File: src/rtl/vcg_pkg.sv
package vcg_pkg;
  localparam logic [5:0] DT_RGB444  = 6'h20;
  localparam logic [5:0] DT_YUV422B = 6'h1E;

  typedef struct packed {
    logic rgb_alt;    // bit 3
    logic yuv_uyvy;   // bit 2
    logic free_clk;   // bit 1
    logic soft_rst;   // bit 0
  } vcg_cfg_t;
endpackage

File: src/rtl/vcg_ctrl_reg.sv
module vcg_ctrl_reg
  import vcg_pkg::*;
#(
  parameter int unsigned REG_W = 32
) (
  input  logic             clk,
  input  logic             rst_n,
  input  logic             wr_en,
  input  logic [REG_W-1:0] wr_data,
  output vcg_cfg_t         cfg,
  output logic [REG_W-1:0] rd_data
);
  localparam int unsigned CFG_W = $bits(vcg_cfg_t);

  vcg_cfg_t cfg_q, cfg_d;

  always_comb begin
    cfg_d = cfg_q;
    if (wr_en) cfg_d = vcg_cfg_t'(wr_data[CFG_W-1:0]);
  end

  always_ff @(posedge clk or negedge rst_n) begin
    if (!rst_n) cfg_q <= '0;
    else        cfg_q <= cfg_d;
  end

  assign cfg     = cfg_q;
  assign rd_data = {{(REG_W-CFG_W){1'b0}}, cfg_q};
endmodule

File: src/rtl/vcg_packer.sv
module vcg_packer
  import vcg_pkg::*;
#(
  parameter int unsigned OUT_W = 16,
  parameter int unsigned DT_W  = 6
) (
  input  logic [2*OUT_W-1:0] word_in,
  input  logic [DT_W-1:0]    dt,
  input  vcg_cfg_t           cfg,
  output logic [2*OUT_W-1:0] word_out
);
  localparam int unsigned NHALF = 2;

  for (genvar h = 0; h < NHALF; h++) begin : g_half
    logic [OUT_W-1:0] src, rgb_v, yuv_v, res;
    logic [3:0]       r, g, b;

    assign src = word_in[h*OUT_W +: OUT_W];
    assign r   = src[11:8];
    assign g   = src[7:4];
    assign b   = src[3:0];

    always_comb begin
      if (cfg.rgb_alt) rgb_v = OUT_W'({r, 1'b0, g, 2'b00, b, 1'b0});
      else             rgb_v = OUT_W'({4'h0, r, g, b});
      if (cfg.yuv_uyvy) yuv_v = src;
      else              yuv_v = {src[7:0], src[15:8]};
      if (dt == DT_RGB444)       res = rgb_v;
      else if (dt == DT_YUV422B) res = yuv_v;
      else                       res = src;
    end

    assign word_out[h*OUT_W +: OUT_W] = res;
  end
endmodule

File: src/rtl/vcg_beat_buf.sv
module vcg_beat_buf #(
  parameter int unsigned OUT_W = 16,
  parameter int unsigned DT_W  = 6,
  parameter int unsigned VC_W  = 2,
  parameter int unsigned NPORT = 4
) (
  input  logic               clk,
  input  logic               rst_n,
  input  logic               flush,
  input  logic               in_valid,
  output logic               in_ready,
  input  logic [2*OUT_W-1:0] in_word,
  input  logic [VC_W-1:0]    in_vc,
  input  logic [DT_W-1:0]    in_dt,
  input  logic [NPORT-1:0]   port_ready,
  output logic               beat_valid,
  output logic [OUT_W-1:0]   beat_data,
  output logic [VC_W-1:0]    beat_vc,
  output logic [DT_W-1:0]    beat_dt
);
  logic               full_q, full_d;
  logic               hi_q, hi_d;
  logic [2*OUT_W-1:0] word_q;
  logic [VC_W-1:0]    vc_q;
  logic [DT_W-1:0]    dt_q;
  logic               take, accept;

  assign beat_valid = full_q & ~flush;
  assign take       = beat_valid & port_ready[vc_q];
  assign in_ready   = ~flush & (~full_q | (hi_q & take));
  assign accept     = in_valid & in_ready;

  always_comb begin
    full_d = full_q;
    hi_d   = hi_q;
    if (flush) begin
      full_d = 1'b0;
      hi_d   = 1'b0;
    end else begin
      if (take) begin
        if (hi_q) full_d = 1'b0;
        else      hi_d   = 1'b1;
      end
      if (accept) begin
        full_d = 1'b1;
        hi_d   = 1'b0;
      end
    end
  end

  always_ff @(posedge clk or negedge rst_n) begin
    if (!rst_n) begin
      full_q <= 1'b0;
      hi_q   <= 1'b0;
    end else begin
      full_q <= full_d;
      hi_q   <= hi_d;
    end
  end

  always_ff @(posedge clk or negedge rst_n) begin
    if (!rst_n) begin
      word_q <= '0;
      vc_q   <= '0;
      dt_q   <= '0;
    end else if (accept) begin
      word_q <= in_word;
      vc_q   <= in_vc;
      dt_q   <= in_dt;
    end
  end

  assign beat_data = hi_q ? word_q[2*OUT_W-1:OUT_W] : word_q[OUT_W-1:0];
  assign beat_vc   = vc_q;
  assign beat_dt   = dt_q;
endmodule

File: src/rtl/vc_stream_gasket.sv
module vc_stream_gasket
  import vcg_pkg::*;
#(
  parameter int unsigned OUT_W = 16,
  parameter int unsigned VC_W  = 2,
  parameter int unsigned DT_W  = 6,
  parameter int unsigned REG_W = 32,
  parameter int unsigned NPORT = 4
) (
  input  logic                  clk,
  input  logic                  rst_n,
  input  logic                  cfg_wr_en,
  input  logic [REG_W-1:0]      cfg_wr_data,
  output logic [REG_W-1:0]      cfg_rd_data,
  input  logic                  in_valid,
  output logic                  in_ready,
  input  logic [2*OUT_W-1:0]    in_data,
  input  logic [VC_W-1:0]       in_vc,
  input  logic [DT_W-1:0]       in_dt,
  output logic [NPORT-1:0]      out_valid,
  input  logic [NPORT-1:0]      out_ready,
  output logic [NPORT*OUT_W-1:0] out_data,
  output logic [NPORT*(VC_W+DT_W)-1:0] out_di,
  output logic [NPORT-1:0]      out_pclk_en
);
  localparam int unsigned IN_W = 2 * OUT_W;
  localparam int unsigned DI_W = VC_W + DT_W;

  vcg_cfg_t          cfg;
  logic [IN_W-1:0]   packed_word;
  logic              beat_valid;
  logic [OUT_W-1:0]  beat_data;
  logic [VC_W-1:0]   beat_vc;
  logic [DT_W-1:0]   beat_dt;

  vcg_ctrl_reg #(.REG_W(REG_W)) u_reg (
    .clk(clk), .rst_n(rst_n), .wr_en(cfg_wr_en), .wr_data(cfg_wr_data),
    .cfg(cfg), .rd_data(cfg_rd_data)
  );

  vcg_packer #(.OUT_W(OUT_W), .DT_W(DT_W)) u_pack (
    .word_in(in_data), .dt(in_dt), .cfg(cfg), .word_out(packed_word)
  );

  vcg_beat_buf #(.OUT_W(OUT_W), .DT_W(DT_W), .VC_W(VC_W), .NPORT(NPORT)) u_buf (
    .clk(clk), .rst_n(rst_n), .flush(cfg.soft_rst),
    .in_valid(in_valid), .in_ready(in_ready), .in_word(packed_word),
    .in_vc(in_vc), .in_dt(in_dt), .port_ready(out_ready),
    .beat_valid(beat_valid), .beat_data(beat_data),
    .beat_vc(beat_vc), .beat_dt(beat_dt)
  );

  for (genvar p = 0; p < NPORT; p++) begin : g_port
    logic sel;
    assign sel            = beat_valid & (beat_vc == VC_W'(p));
    assign out_valid[p]   = sel;
    assign out_data[p*OUT_W +: OUT_W] = sel ? beat_data : '0;
    assign out_di[p*DI_W +: DI_W]     = sel ? {{VC_W{1'b0}}, beat_dt} : '0;
    assign out_pclk_en[p] = cfg.free_clk | sel;
  end
endmodule

File: config.mk
export PLATFORM = sky130hd
export DESIGN_NAME = vc_stream_gasket
export DESIGN_NICKNAME = d
export VERILOG_FILES = /design/src/rtl/vcg_pkg.sv /design/src/rtl/vcg_ctrl_reg.sv /design/src/rtl/vcg_packer.sv /design/src/rtl/vcg_beat_buf.sv /design/src/rtl/vc_stream_gasket.sv
export SDC_FILE = /design/constraint.sdc
export NUM_CORES = 1
export LEC_CHECK = 0
export ABC_AREA = 1
export BUFFER_PORTS_ARGS = -buffer_cell sky130_fd_sc_hd__buf_2
export CAP_MARGIN = 20
export CORE_MARGIN = 3
export CORE_UTILIZATION = 44
export CTS_CLUSTER_DIAMETER = 40
export DETAILED_ROUTE_END_ITERATION = 8
export PLACE_DENSITY = 0.79
export SKIP_LAST_GASP = 1
export SLEW_MARGIN = 25
export SYNTH_ARGS = -nofsm -noshare
export SYNTH_HDL_FRONTEND = slang
export SYNTH_HIERARCHICAL = 1
export SYNTH_SLANG_ARGS = --single-unit
File: constraint.sdc
create_clock -name clk -period 1.6 [get_ports clk]
set_input_delay 0.32 -clock clk [delete_from_list [all_inputs] [get_ports clk]]
set_output_delay 0.32 -clock clk [all_outputs]
set_load 0.01 [all_outputs]
==> results.py, run 1 <==
metrics = {
    "grt": {
        "top_usage_layer": "met2",
        "met3_usage": 0.0211,
        "grt_max_degree": 47,
        "grt_use_total": 0.222,
        "antenna_found_initial": 0,
        "use_met1": 0.322,
        "overflow": 0,
        "grt_use_met2": 0.358,
        "grt_pass1_vias": 4395,
        "grt_pass1_wl_um": 21600,
    },
    "setup_path": {
        "required_ns": 1.28,
        "path_class": "reg2out",
        "crit_path_start_kind": "flip-flop",
        "arrival_ns": 1.54,
        "cp-end-kind": "output port",
        "reg2reg_depth": 10,
        "regToRegSetupSlack_ns": -0.18,
        "cp_num_buf_inv": 3,
        "slowest_stage": "dfrtp_1",
        "cp_slowest_stage_delay_ns": 0.37,
        "r2r_end": "u_buf/beat_dt[5]",
        "r2r_start": "u_buf/hi_q",
        "critPathTopFamily": "simple AND/OR/NAND/NOR gates",
        "crit_path_cell_trace": "inv_2 > nor2_4 > nand2_4 > buf_16 > nor2_1 > buf_2",
        "crit_path_max_fanout": 6,
    },
    "logic_synthesis": {
        "synth-edff-count": 0,
        "ys_seq_area_frac": 0.245,
        "synthTopCellsByArea": "nand2_1, dfrtp_1, buf_4, nor2_1, nand3_1",
        "synth-seq-cells": 46,
        "yosys.area.top_type": "nand2_1",
        "synth_most_common_cell": "nand2_1",
        "synthArstFlopShare": 1.00,
        "synthesis.area_mm2": 0.00470,
        "synth_common_cells": "nand2_1, nor2_1, buf_4",
        "synthCells": 820,
        "syn-mean-instance-area_um2": 5.73,
        "synthDistinctLibCells": 25,
        "ys_warn_count": 6,
        "synth_top_area_share": 0.327,
        "synth_ff_type": "dfrtp_1",
    },
    "timing": {
        "hold_ws_ns": 0.224,
        "hold_viol": 0,
        "slew_headroom": 0.661,
        "setup_viol": 138,
        "slew_violations": 0,
        "finalCritPeriodShare": 1.16,
        "worst_slew_pin_slew_ns": 0.508,
        "fin_ws_ns": -0.262,
        "fmax_mhz": 537,
        "skew_ns": 0.00384,
        "rsz0062_at_grt": "true",
        "period_needed_ns": 1.86,
    },
    "hold_path": {
        "hold_path.class": "in2reg",
        "whs_endpoint": "u_reg/cfg[2]",
        "hold-path-cell-count": 3,
        "hold_path.startpoint": "cfg_wr_data[2]",
    },
    "job": {
        "drv_cap": 0,
    },
    "die": {
        "dieHeight_um": 109,
        "core_mm2": 0.0104,
        "die_w_um": 109,
        "boundaryPins": 217,
        "start_util": 0.453,
        "rows": 37,
        "die_area_mm2": 0.0120,
    },
    "route": {
        "wirelength_um": 15200,
        "firstDrtPassIters": 7,
        "ant_nets": 0,
        "vias": 5495,
        "via_per_inst": 5.02,
        "drtIter0Drc": 515,
        "drc": 0,
        "wl_per_cell_um": 13.9,
    },
    "clock_tree": {
        "cts_tree": "built",
        "cts.sinks": 46,
        "clock_latency_ns": 0.29,
        "clk_pin_slew_ns": 0.08,
        "root_buffer": "clkbuf_8",
        "cts.htree.levels": 2,
        "clock_path_buffers": 2,
        "cts_buffers": 5,
    },
    "cells_and_area": {
        "drive_gt1_frac": 0.290,
        "antennaDiodeCount": 0,
        "area_growth_pct": 27.7,
        "finalNetCount": 1037,
    },
    "placed_design": {
        "io_buffer_count": 152,
        "place.gp.congestion": 0.854,
        "dp_worst_setup_slack_ns": 0.0394,
        "hpwl_um": 9900,
    },
    "status": {
        "outcome": "finished, violations left",
        "violations": "negative setup slack",
    },
    "pwr": {
        "cellLeakagePower_nw": 3.65,
        "vdd_ir_drop_max_mv": 0.486,
        "power_density_mw_per_mm2": 860,
    },
}
[kinds of logic after synthesis]
kind of cell,count (synthesis),synth area share
AO/OA/AOI/OAI,16,0.0178
flip-flops,46,0.245
buffers and inverters,148,0.198
AND/OR/NAND/NOR,608,0.538
other,2,0.00160
[worst max path at each step]
stage | start | endpoint | slack [ns] | cells past startpoint
6_report | u_buf/full_q | out_data[1] | -0.26 | 6
5_1_grt | u_buf/full_q | out_data[1] | -0.34 | 6
4_1_cts | u_buf/hi_q | in_ready | -0.17 | 6
3_5_place_dp | u_reg/cfg[0] | out_data[30] | 0.04 | 5
3_3_place_gp | u_reg/cfg[0] | out_data[30] | 0.06 | 5
2_1_floorplan | u_reg/cfg[0] | out_data[18] | 0.05 | 4
[worst reg2reg max path, cell delays in order (launching register included)]
cell	delay [ns]
dfrtp_2	0.47
clkinv_4	0.13
buf_6	0.14
nor2_4	0.08
nand3_2	0.09
buf_4	0.17
nand2_8	0.08
nand3_4	0.15
buf_12	0.19
nand2_1	0.09
nand2_1	0.08
[sequential cells by signal (all words and copies together) (netlist names)]
signal,count
u_buf/beat_dt,6
u_buf/word_q,32
u_buf/hi_q,1
u_buf/full_q,1
u_reg/cfg,4
u_buf/beat_vc,2
[metal layers]
layer  wire, um  part of all wire  up-vias
li1           -                 -     2717
met1       6240              0.41     2480
met2       7280              0.48      264
met3       1350             0.089       34
met4        345             0.023        0
met5          0                 0        -
[final cells by class]
| class | count | area [um2] |
|---|---|---|
| tap | 136 | 170 |
| inverter | 50 | 208 |
| timing repair buffer | 193 | 1400 |
| multi-input combinational | 660 | 2950 |
| sequential | 46 | 1150 |
| clock buffer | 8 | 110 |
| timing repair inverter | 1 | 7.51 |
| fill | 970 | 4370 |
[cell usage in the layout, fill, tap and decap left out, drive strengths merged]
cell         Yosys  routed
a21oi            2       2
a31o             1       1
buf             84     189
clkbuf          14      11
clkinv           0       2
clkinvlp         0       1
conb             2      36
dfrtp           46      46
dlygate4sd3      0       1
inv             50      48
nand2          414     414
nand3           56      56
nand4           40      40
nor2            98      98
o21ai           13      13
[stage by stage]
stage	cell area (um2)	power [mW]	util	instances	setup TNS, ns
after floorplan	4830	3.10	-	854	0
after global placement	5300	3.64	0.511	1068	0
after detailed placement	5300	3.69	0.511	1068	0
after CTS	5580	4.70	0.538	1083	-12.77
after global routing	6000	5.53	0.579	1094	-31.59
final	6000	5.16	0.579	1094	-20.27
[repair_timing]
action | in CTS | in global routing
endpoints found under the setup margin | 97 | 138
hold endpoints to repair | 16 | 0
gates resized for setup | 39 | 71
pin swaps | 26 | 12
hold buffers | 1 | 0
gates cloned | 3 | 6
setup buffers | 3 | 5
[power by group]
group	switching, mW	total, mW	internal (mW)
registers	0.227	1.69	1.46
clock network	0.363	0.799	0.436
logic	1.69	2.68	0.988
total	2.28	5.16	2.88
(Power assumes the default switching activity.)
==> run 2: changes to the inputs <==
Settings changed: TNS_END_PERCENT set to 5.
==> results.py, run 2 (same netlist as run 1, synthesis figures left out) <==
metrics = {
    "setup_path": {
        "critPathTopFamily": "buffers and inverters",
        "cp_slowest_stage_delay_ns": 0.46,
        "arrival_ns": 1.45,
        "cp_common_cell": "nand2_1",
        "crit_path_start_kind": "flip-flop",
        "slowest_stage": "dfrtp_2",
        "crit_path_max_fanout": 8,
        "path_class": "reg2out",
        "required_ns": 1.28,
        "cp_num_buf_inv": 3,
        "crit_path_cell_trace": "clkinvlp_4 > nand2_1 > nand2_1 > inv_1 > nor2_1 > buf_2",
        "cp-end-kind": "output port",
    },
    "grt": {
        "overflow": 0,
        "grt_max_degree": 47,
        "grt_use_total": 0.214,
        "grt_pass1_wl_um": 21000,
        "grt_pass1_vias": 4289,
        "antenna_found_initial": 0,
    },
    "pwr": {
        "power.share.switching": 0.430,
        "vdd_ir_drop_max_mv": 0.436,
        "power_density_mw_per_mm2": 830,
        "switching_power_mw": 1.96,
        "power.internal_mw": 2.60,
        "seq_power_share": 0.363,
        "power_frac_comb": 0.461,
        "clockPowerShare": 0.175,
        "total_power_mw": 4.55,
        "cellLeakagePower_nw": 3.52,
    },
    "route": {
        "drtIter0Drc": 454,
        "ant_nets": 0,
        "via_per_inst": 4.90,
        "wirelength_um": 13400,
        "vias": 5282,
        "drc": 0,
        "wl_per_cell_um": 12.4,
        "firstDrtPassIters": 5,
    },
    "die": {
        "dieHeight_um": 109,
        "die_w_um": 109,
        "start_util": 0.453,
        "die_area_mm2": 0.0120,
        "rows": 37,
        "core_mm2": 0.0104,
        "boundaryPins": 217,
    },
    "clock_tree": {
        "clk_pin_slew_ns": 0.08,
        "clock_path_buffers": 2,
        "cts.htree.levels": 2,
        "cts.sinks": 46,
        "clock_latency_ns": 0.29,
        "cts_tree": "built",
        "root_buffer": "clkbuf_8",
        "cts_buffers": 5,
    },
    "placed_design": {
        "io_buffer_count": 152,
        "place.gp.congestion": 0.854,
        "hpwl_um": 9900,
        "dp_worst_setup_slack_ns": 0.0394,
    },
    "timing": {
        "setup_tns_ns": -11.10,
        "period_needed_ns": 1.77,
        "setup_viol": 100,
        "rsz0062_at_grt": "true",
        "skew_ns": 0.00228,
        "slew_violations": 0,
        "fmax_mhz": 565,
        "hold_viol": 0,
        "fin_ws_ns": -0.171,
        "slew_headroom": 0.657,
        "finalCritPeriodShare": 1.11,
        "worst_slew_pin_slew_ns": 0.514,
    },
    "cells_and_area": {
        "fillCellCount": 1110,
        "layout_common_cells": "nand2_1, buf_2, nor2_1",
        "final_common_cell": "nand2_1",
        "top_register": "u_buf/word_q",
        "finalNetCount": 1022,
        "drive_gt1_frac": 0.229,
        "area_growth_pct": 16.6,
        "antennaDiodeCount": 0,
        "largest_reg_flops": 32,
    },
    "status": {
        "violations": "negative setup slack",
        "outcome": "finished, violations left",
    },
    "hold_path": {
        "hold_path.class": "in2reg",
    },
    "job": {
        "drv_cap": 0,
    },
}
run 2: final cells by class:
class | instances | area [um2] | share of cell area
Sequential cell | 46 | 1150 | 0.210
Timing Repair inverter | 1 | 7.51 | 0.00137
Inverter | 50 | 190 | 0.0347
Multi-Input combinational cell | 660 | 2770 | 0.505
Timing Repair Buffer | 178 | 1080 | 0.197
Tap cell | 136 | 170 | 0.0310
Clock buffer | 8 | 110 | 0.0201
run 2: power by group through the flow:
stage               combinational, mW  clock [mW]  sequential [mW]
finish                           2.10       0.798             1.65
global route                     2.40       0.868             1.69
CTS                              2.08       0.818             1.65
detailed placement               2.03           0             1.66
global placement                 1.99           0             1.65
floorplan                        1.49           0             1.61
run 2: through the flow:
stage	cell area, um2	cells	hold slack (ns)	utilization
after global placement	5300	1068	0.315	0.511
after global routing	5480	1079	0.225	0.529
after floorplan	4830	854	0.0244	-
final	5480	1079	0.223	0.529
after detailed placement	5300	1068	0.316	0.511
after CTS	5450	1079	0.219	0.526
run 2: final timing paths:
kind / start / to / slack [ns] / cells past startpoint
worst max-delay path: u_buf/hi_q / out_data[28] / -0.17 / 6
worst min-delay path: cfg_wr_data[2] / u_reg/cfg[2] / 0.22 / 3
worst max register to register: u_buf/hi_q / u_buf/beat_vc[0] / -0.01 / 9
worst min register to register: u_buf/word_q[10] / u_buf/word_q[10] / 0.48 / 2
max in group asynchronous: rst_n / u_buf/hi_q / 0.84 / 3
min in group asynchronous: rst_n / u_reg/cfg[1] / 0.53 / 3
run 2: tightest hold or removal path: stages:
cell,delay (ns)
buf_2,0.07
nand2_1,0.04
nand2_1,0.05
run 2: metal layers:
metal | routed length (um) | vias to the layer above | track usage
li1 | - | 2679 | -
met1 | 6000 | 2338 | 0.318
met2 | 6030 | 253 | 0.335
met3 | 1210 | 12 | 0.0235
met4 | 164 | 0 | 0.0481
met5 | 0 | - | 0
run 2: what timing repair did:
item,CTS,global route
gates resized for setup,11,7
pin swaps,1,1
setup buffers,1,0
endpoints found under the setup margin,97,138
endpoints found under the hold margin,15,0
hold buffers,1,0
gates cloned,1,0
==> run 3: changes to the inputs <==
Settings changed: CORE_MARGIN 3 to unset, MAX_ROUTING_LAYER set to met4.
==> results.py, run 3 (same netlist as run 1, synthesis figures left out) <==
metrics = {
    "setup_path": {
        "reg2reg_depth": 9,
        "required_ns": 1.28,
        "r2r_start": "u_buf/beat_vc[0]",
        "cp_slowest_stage_delay_ns": 0.35,
        "regToRegSetupSlack_ns": 0.10,
        "crit_path_cell_trace": "inv_1 > nor2_4 > nand3_1 > buf_8 > nor2_1 > buf_2",
        "r2r_end": "u_buf/word_q[25]",
        "slowest_stage": "dfrtp_1",
        "crit_path_max_fanout": 24,
        "crit_path_start_kind": "flip-flop",
        "cp-end-kind": "output port",
        "arrival_ns": 1.44,
        "path_class": "reg2out",
    },
    "pwr": {
        "cellLeakagePower_nw": 3.55,
        "power_frac_comb": 0.467,
        "seq_power_share": 0.369,
        "power.internal_mw": 2.50,
        "power_density_mw_per_mm2": 807,
        "total_power_mw": 4.44,
        "switching_power_mw": 1.94,
        "vdd_ir_drop_max_mv": 0.429,
        "power.share.switching": 0.437,
        "clockPowerShare": 0.164,
    },
    "cells_and_area": {
        "antennaDiodeCount": 0,
        "stdcell_count": 1084,
        "drive_gt1_frac": 0.223,
        "finalNetCount": 1027,
        "top_register": "u_buf/word_q",
        "largest_reg_flops": 32,
        "final_common_cell": "nand2_1",
        "layout_common_cells": "nand2_1, buf_2, nor2_1",
        "area_growth_pct": 17.1,
    },
    "die": {
        "die_w_um": 105,
        "core_mm2": 0.0103,
        "dieHeight_um": 105,
        "boundaryPins": 217,
        "rows": 37,
        "die_area_mm2": 0.0111,
        "start_util": 0.455,
    },
    "clock_tree": {
        "cts_buffers": 5,
        "root_buffer": "clkbuf_8",
        "clock_path_buffers": 2,
        "cts.htree.levels": 2,
        "clock_latency_ns": 0.30,
        "clk_pin_slew_ns": 0.07,
        "cts.sinks": 46,
        "cts_tree": "built",
    },
    "timing": {
        "fin_ws_ns": -0.161,
        "fmax_mhz": 568,
        "slew_headroom": 0.642,
        "slew_violations": 0,
        "period_needed_ns": 1.76,
        "worst_slew_pin_slew_ns": 0.536,
        "finalCritPeriodShare": 1.10,
        "skew_ns": 0.0104,
        "hold_viol": 0,
        "setup_viol": 97,
        "rsz0062_at_grt": "true",
    },
    "grt": {
        "grt_max_degree": 42,
        "grt_pass1_vias": 4375,
        "overflow": 0,
        "grt_pass1_wl_um": 21600,
        "antenna_found_initial": 0,
        "grt_use_total": 0.244,
    },
    "placed_design": {
        "io_buffer_count": 152,
        "dp.cells": 1075,
        "place.gp.congestion": 0.868,
        "hpwl_um": 10100,
    },
    "hold_path": {
        "hold_path.startpoint": "cfg_wr_data[0]",
        "hold-path-cell-count": 3,
        "whs_endpoint": "u_reg/cfg[0]",
        "hold_path.class": "in2reg",
    },
    "route": {
        "drtIter0Drc": 379,
        "vias": 5309,
        "wirelength_um": 13300,
        "firstDrtPassIters": 5,
        "wl_per_cell_um": 12.3,
        "via_per_inst": 4.90,
        "ant_nets": 0,
        "drc": 0,
    },
    "status": {
        "violations": "negative setup slack",
        "outcome": "finished, violations left",
    },
    "job": {
        "drv_cap": 0,
    },
}
-- run 3: cell types whose count changed in the layout (fill, tap and decap cells not counted), moves of 2 or more --
cell,before,now
buf_4,13,18
clkbuf_8,8,6
inv_1,39,44
inv_2,10,5
nand2_1,407,409
nand2_2,6,4
-- run 3: timing repair --
item                                    CTS  global route
cloned                                    0             0
hold buffers                              1             0
setup buffers                             0             0
gates resized for setup                   5             3
hold endpoints to repair                 19             0
pin swaps                                 1             0
endpoints found under the setup margin   97           105
-- run 3: power by group through the flow --
stage               sequential (mW)  clock [mW]  combinational [mW]
floorplan                      1.61           0                1.49
global placement               1.65           0                2.02
detailed placement             1.66           0                2.05
CTS                            1.64       0.751                2.07
global route                   1.69       0.789                2.34
finish                         1.64       0.729                2.07
-- run 3: how the worst max path moves through the flow --
stage	cells past startpoint	end	slack (ns)	startpoint
final	6	out_data[46]	-0.16	u_buf/full_q
after global routing	6	out_data[46]	-0.27	u_buf/full_q
after CTS	6	out_data[46]	-0.17	u_buf/hi_q
after detailed placement	9	u_buf/word_q[7]	0.02	in_dt[0]
after global placement	10	u_buf/word_q[10]	0.05	in_dt[3]
after floorplan	4	out_data[18]	0.05	u_reg/cfg[0]
-- run 3: cell type report --
class	instances	area, um2
Fill cell	1106	4820
Multi-Input combinational cell	660	2760
Sequential cell	46	1150
Timing Repair Buffer	184	1140
Inverter	50	193
Tap cell	136	170
Clock buffer	7	86.3
Clock inverter	1	5.00
-- run 3: critical path: cells and delay by family, from the launching register on --
family	cells	cell delay [ns]
buf+inv	3	0.40
flops	1	0.35
simple gates	3	0.40
-- run 3: layer usage --
layer  track usage  up-vias  routed length (um)
met5             -        -                   0
met4        0.0463        0                 151
met1         0.330     2379                5920
met3        0.0254       16                1060
met2         0.398      227                6170
li1              -     2687                   -
-- run 3: per-stage QoR --
stage | hold WS, ns | setup TNS, ns | setup slack [ns] | area (um2) | util
6_report | 0.223 | -11.43 | -0.161 | 5510 | 0.533
5_1_grt | 0.228 | -21.67 | -0.269 | 5510 | 0.533
2_1_floorplan | 0.0244 | 0 | 0.0454 | 4830 | -
3_3_place_gp | 0.291 | 0 | 0.0453 | 5380 | 0.521
4_1_cts | 0.213 | -11.93 | -0.170 | 5500 | 0.533
3_5_place_dp | 0.292 | 0 | 0.0216 | 5380 | 0.521
